===== config.mk =====
export PLATFORM = sky130hd
export DESIGN_NAME = irq_prio_ctrl
export DESIGN_NICKNAME = d
export VERILOG_FILES = /design/src/rtl/irq_prio_pkg.sv /design/src/rtl/irq_sticky_flag.sv /design/src/rtl/irq_prio_seq.sv /design/src/rtl/irq_prio_dp.sv /design/src/rtl/irq_prio_ctrl.sv
export SDC_FILE = /design/constraint.sdc
export NUM_CORES = 1
export LEC_CHECK = 0
export BUFFER_PORTS_ARGS = -buffer_cell sky130_fd_sc_hd__buf_2
export CAP_MARGIN = 20
export CORE_MARGIN = 2
export CORE_UTILIZATION = 25
export DETAILED_ROUTE_END_ITERATION = 10
export PLACE_DENSITY_LB_ADDON = 0.08
export SYNTH_ARGS = -nofsm -noshare
export SYNTH_HDL_FRONTEND = slang
export SYNTH_SLANG_ARGS = --single-unit
export TNS_END_PERCENT = 30

===== constraint.sdc =====
create_clock -name clk -period 1.2 [get_ports clk]
set_input_delay 0.12 -clock clk [delete_from_list [all_inputs] [get_ports clk]]
set_output_delay 0.12 -clock clk [all_outputs]
set_load 0.05 [all_outputs]

===== src/rtl/irq_prio_pkg.sv =====
package irq_prio_pkg;
  localparam int NUM_SRC = 4;

  // index order is priority order, highest first
  typedef enum logic [1:0] {
    SRC_LINE  = 2'd0,
    SRC_RX    = 2'd1,
    SRC_TX    = 2'd2,
    SRC_MODEM = 2'd3
  } src_e;

  typedef struct packed {
    logic ierLoad;
    logic txSet;
    logic txClr;
  } strobes_t;

  // enable-register bit that gates each source
  function automatic int enBitOf(input int src);
    case (src)
      0:       return 2;
      1:       return 0;
      2:       return 1;
      default: return 3;
    endcase
  endfunction
endpackage


===== src/rtl/irq_sticky_flag.sv =====
module irq_sticky_flag #(
  parameter bit SET_WINS = 1'b1
) (
  input  logic clk,
  input  logic rstN,
  input  logic setI,
  input  logic clrI,
  output logic flagO
);
  logic nextVal;

  generate
    if (SET_WINS) begin : g_setWins
      assign nextVal = setI | (flagO & ~clrI);
    end else begin : g_clrWins
      assign nextVal = ~clrI & (setI | flagO);
    end
  endgenerate

  always_ff @(posedge clk) begin
    if (!rstN) flagO <= 1'b0;
    else       flagO <= nextVal;
  end
endmodule


===== src/rtl/irq_prio_seq.sv =====
module irq_prio_seq
  import irq_prio_pkg::*;
(
  input  logic     clk,
  input  logic     rstN,
  input  logic     enWrite,
  input  logic     statusRead,
  input  logic     thrWrite,
  input  logic     thrEmpty,
  input  src_e     topSrc,
  input  logic     anyActive,
  output strobes_t strb
);
  logic prevEmpty;

  always_ff @(posedge clk) begin
    if (!rstN) prevEmpty <= 1'b0;
    else       prevEmpty <= thrEmpty;
  end

  always_comb begin
    strb.ierLoad = enWrite;
    strb.txSet   = thrEmpty & ~prevEmpty;
    strb.txClr   = thrWrite | (statusRead & anyActive & (topSrc == SRC_TX));
  end
endmodule


===== src/rtl/irq_prio_dp.sv =====
module irq_prio_dp
  import irq_prio_pkg::*;
#(
  parameter int DATA_W = 8,
  parameter int CODE_W = 4
) (
  input  logic              clk,
  input  logic              rstN,
  input  strobes_t          strb,
  input  logic [DATA_W-1:0] enWData,
  input  logic              rxReady,
  input  logic              lineEvent,
  input  logic              lineClear,
  input  logic              modemEvent,
  input  logic              modemClear,
  input  logic              forceOn,
  input  logic              intGate,
  output logic [DATA_W-1:0] enRead,
  output logic [DATA_W-1:0] statusCode,
  output src_e              topSrc,
  output logic              anyActive,
  output logic              irqData,
  output logic              irqOe
);
  localparam int HI_W = DATA_W - NUM_SRC;

  logic [NUM_SRC-1:0] ierReg;
  logic [NUM_SRC-1:0] pend;
  logic [NUM_SRC-1:0] active;
  logic [CODE_W-1:0]  codeField;
  logic               unusedHiBits;

  assign unusedHiBits = ^enWData[DATA_W-1:NUM_SRC];

  always_ff @(posedge clk) begin
    if (!rstN)             ierReg <= '0;
    else if (strb.ierLoad) ierReg <= enWData[NUM_SRC-1:0];
  end

  irq_sticky_flag #(.SET_WINS(1'b1)) u_line (
    .clk(clk), .rstN(rstN), .setI(lineEvent), .clrI(lineClear), .flagO(pend[SRC_LINE]));
  irq_sticky_flag #(.SET_WINS(1'b1)) u_modem (
    .clk(clk), .rstN(rstN), .setI(modemEvent), .clrI(modemClear), .flagO(pend[SRC_MODEM]));
  irq_sticky_flag #(.SET_WINS(1'b0)) u_tx (
    .clk(clk), .rstN(rstN), .setI(strb.txSet), .clrI(strb.txClr), .flagO(pend[SRC_TX]));
  assign pend[SRC_RX] = rxReady;

  generate
    for (genvar i = 0; i < NUM_SRC; i++) begin : g_gate
      assign active[i] = pend[i] & ierReg[enBitOf(i)];
    end
  endgenerate

  always_comb begin
    anyActive = 1'b0;
    topSrc    = SRC_MODEM;
    for (int i = NUM_SRC - 1; i >= 0; i--) begin
      if (active[i]) begin
        anyActive = 1'b1;
        topSrc    = src_e'(i);
      end
    end
    if (anyActive) codeField = CODE_W'((NUM_SRC - 1 - int'(topSrc)) * 2);
    else           codeField = CODE_W'(1);
  end

  assign statusCode = {{(DATA_W-CODE_W){1'b0}}, codeField};
  assign enRead     = {{HI_W{1'b0}}, ierReg};

  always_ff @(posedge clk) begin
    if (!rstN) begin
      irqData <= 1'b0;
      irqOe   <= 1'b0;
    end else begin
      irqData <= anyActive;
      irqOe   <= forceOn | intGate;
    end
  end
endmodule


===== src/rtl/irq_prio_ctrl.sv =====
module irq_prio_ctrl
  import irq_prio_pkg::*;
#(
  parameter int DATA_W = 8,
  parameter int CODE_W = 4
) (
  input  logic              clk,
  input  logic              rstN,
  input  logic              enWrite,
  input  logic [DATA_W-1:0] enWData,
  output logic [DATA_W-1:0] enRead,
  input  logic              statusRead,
  output logic [DATA_W-1:0] statusCode,
  input  logic              rxReady,
  input  logic              thrEmpty,
  input  logic              thrWrite,
  input  logic              lineEvent,
  input  logic              lineClear,
  input  logic              modemEvent,
  input  logic              modemClear,
  input  logic              forceOn,
  input  logic              intGate,
  output logic              irqData,
  output logic              irqOe
);
  strobes_t strb;
  src_e     topSrc;
  logic     anyActive;

  irq_prio_seq u_seq (
    .clk(clk), .rstN(rstN), .enWrite(enWrite), .statusRead(statusRead),
    .thrWrite(thrWrite), .thrEmpty(thrEmpty), .topSrc(topSrc),
    .anyActive(anyActive), .strb(strb));

  irq_prio_dp #(.DATA_W(DATA_W), .CODE_W(CODE_W)) u_dp (
    .clk(clk), .rstN(rstN), .strb(strb), .enWData(enWData), .rxReady(rxReady),
    .lineEvent(lineEvent), .lineClear(lineClear), .modemEvent(modemEvent),
    .modemClear(modemClear), .forceOn(forceOn), .intGate(intGate),
    .enRead(enRead), .statusCode(statusCode), .topSrc(topSrc),
    .anyActive(anyActive), .irqData(irqData), .irqOe(irqOe));
endmodule


==> impl_metrics.csv <==
group,metric,value,unit
status,status,"complete, but fails checks",
status,violations,"negative setup slack",
logic_synthesis,synth-seq-cells,10,
floorplan,io_pins,39,
timing,setup_viol,2,
drt,wirelength,935,µm
timing,timing.final.ws_setup,-0.0460,ns
drt,detail_route.vias_per_cell,3.80,
worst_setup_path,cp_num_buf_inv,1,
worst_setup_path,crit_chain,"a22o_4, nor2_4, buf_8",
grt,grt_pass1_vias,271,
worst_setup_path,max_stage_delay,0.33,ns
clock_network,clock_latency,0.25,ns
floorplan,fp.dieArea,2230,µm²
grt,grt_max_degree,11,
worst_setup_path,worstSetupPathType,"flop to primary output",
drt,vias,369,
cells_and_area,final_common_cell,"buf_2",
clock_network,cts_buffers,3,
logic_synthesis,synth_cells,46,
logic_synthesis,ys.warnings.count,0,
worst_setup_path,cp-end-kind,"primary output",
cells_and_area,stdcell_count,97,
power,p_leak,0.324,nW
drt,wire_per_inst,9.64,µm
timing,fin_tns_setup,-0.0641,ns
clock_network,htreeDepth,1,
logic_synthesis,synth.top_cell.area_share,42.8,%
worst_setup_path,cp-start-kind,"flop",
grt,track_usage,8.96,%
clock_network,cts.path.max_buffers,2,
logic_synthesis,synth_top_area_cell,"dfxtp_1",
cells_and_area,utilization,36.8,%
timing,finalCriticalPeriod,1.25,ns
timing,finalHoldViolations,0,
drt,drc,0,
logic_synthesis,synth_area_per_cell,10.2,µm²
place,routabilityCongestion,0.633,
place,placed_area,589,µm²
cells_and_area,drive_gt1_share,52.8,%
timing,rsz0062_at_grt,"true",
clock_network,cts_tree,"built",
logic_synthesis,synth_area,468,µm²
power,swShare,34.3,%
power,power_density,1280,nW/µm²
logic_synthesis,synth_cell_types,15,
floorplan,initial_core_util,26.8,%
floorplan,die_w,47.3,µm
worst_setup_path,required,1.08,ns
timing,timing.final.crit_share,104,%
logic_synthesis,ys_seq_area_share,42.8,%
floorplan,coreArea,1750,µm²
min_path,min_path_type,"input port to flop",
worst_setup_path,crit-reg2reg-launch,"u_dp.ierReg[3]",
power,power_frac_seq,45.0,%
drt,dr.pass1.iters,4,
drt,ant_nets,0,
timing,fin_worst_skew,0.000394,ns
clock_network,clkSinkCount,10,
cells_and_area,design_area,642,µm²
cells_and_area,synthToLayoutAreaGrowth,37.2,%
min_path,min_from,"forceOn",
timing,drv_slew,0,
power,max-vdd-ir-drop,671,µV
place,dp_cells,93,
power,p_int,0.000540,W
cells_and_area,layout.nets,95,
worst_setup_path,crit_fanout,4,
place,place.port_buffers,25,
worst_setup_path,cp_top_family,"flip-flops",
worst_setup_path,cp_slowest_cell,"dfxtp_2",
floorplan,die_y,47.3,µm
worst_setup_path,crit_start,"u_dp.u_line.flagO",
clock_network,clockRootBuffer,"clkbuf_4",
grt,grt_pass1_wl,1240,µm
clock_network,clk_pin_slew,0.06,ns
power,clkPwrFrac,26.6,%
grt,gr-total-overflow,0,
power,switchingPower,0.000282,W
cells_and_area,layout_common_cells,"buf_2 (22), conb_1 (9), nor2b_1 (8)",
run,maxCapViolCount,0,
floorplan,rows,15,
drt,drt_iter0_drc,1,
cells_and_area,antenna_cells,0,
timing,fmax,803,MHz
worst_setup_path,arrival,1.13,ns
grt,antenna_found_initial,0,
place,dp_hpwl,703,µm
power,comb_power_share,28.4,%
logic_synthesis,synthTopCellsByArea,"dfxtp_1 (43%), buf_4 (14%), nor2b_1 (11%)",
place,dp_slack,0.150,ns
[flip-flops by register name (all words and copies together) (netlist names)]
name                count
u_dp.irqOe              1
u_dp.u_modem.flagO      1
u_dp.ierReg             4
u_dp.irqData            1
u_seq.prevEmpty         1
u_dp.u_line.flagO       1
u_dp.u_tx.flagO         1
[final cells by class]
type	count	area [µm²]
fillers	187	1100
multi-input cells	33	229
repair buffers	26	151
clock buffers	3	22.5
well taps	25	31.3
flip-flops and latches	10	208
[timing repair]
item	4_1_cts	5_1_grt
endpoints found under the hold margin	0	0
setup endpoints to repair	3	3
hold buffers	0	0
pin swaps	1	2
setup buffers	0	1
gates resized for setup	6	3
[per-stage QoR]
step                hold slack (ns)  power [W]
floorplan                     0.230   0.000570
global placement              0.316   0.000596
detailed placement            0.324   0.000597
CTS                          0.0491   0.000828
global route                 0.0379   0.000873
finish                       0.0582   0.000822
[path summary, 6_finish.rpt]
| kind | end | slack [ns] | cells after the start |
|---|---|---|---|
| min | u_dp.irqOe | 0.06 | 2 |
| min reg2reg | u_dp.ierReg[3] | 0.52 | 2 |
| max | statusCode[0] | -0.05 | 3 |
| max reg2reg | u_dp.irqData | 0.20 | 3 |
[power groups by stage]
stage / Sequential (W) / Combinational, W / Clock [W]
floorplan: 0.000415 / 0.000155 / 0
global placement: 0.000375 / 0.000221 / 0
detailed placement: 0.000375 / 0.000221 / 0
CTS: 0.000368 / 0.000229 / 0.000230
global route: 0.000372 / 0.000246 / 0.000255
finish: 0.000370 / 0.000233 / 0.000219
[routing by layer]
| metal | GRT usage [%] | part of all wire (%) | routed length [µm] | vias up |
|---|---|---|---|---|
| met1 | 10.4 | 46 | 428 | 157 |
| met4 | 3.33 | 0 | 0 | 0 |
| li1 | - | - | - | 191 |
| met2 | 11.9 | 45 | 418 | 21 |
| met3 | 7.69 | 9.4 | 88 | 0 |
| met5 | 0 | 0 | 0 | - |
[synthesized netlist by cell type (all sizes together)]
master,count
dfxtp,10
o21a,4
mux2i,4
buf,11
nor2b,8
o221a,1
a32o,1
nand3,1
and2,1
nand2,1
nor2,1
a22o,2
conb,1
[cell families after synthesis]
family	share of synthesized area, %
compound gates	16.6
mux	8.56
other cells	0.801
simple gates	14.7
flops	42.8
buf+inv	16.6
[worst register-to-register path: stages (launching register included)]
cell and delay [ns]:
dfxtp_2 0.32, a22o_1 0.27, buf_4 0.14, o21a_1 0.16
No activity file was read; power rests on OpenSTA's default activity.
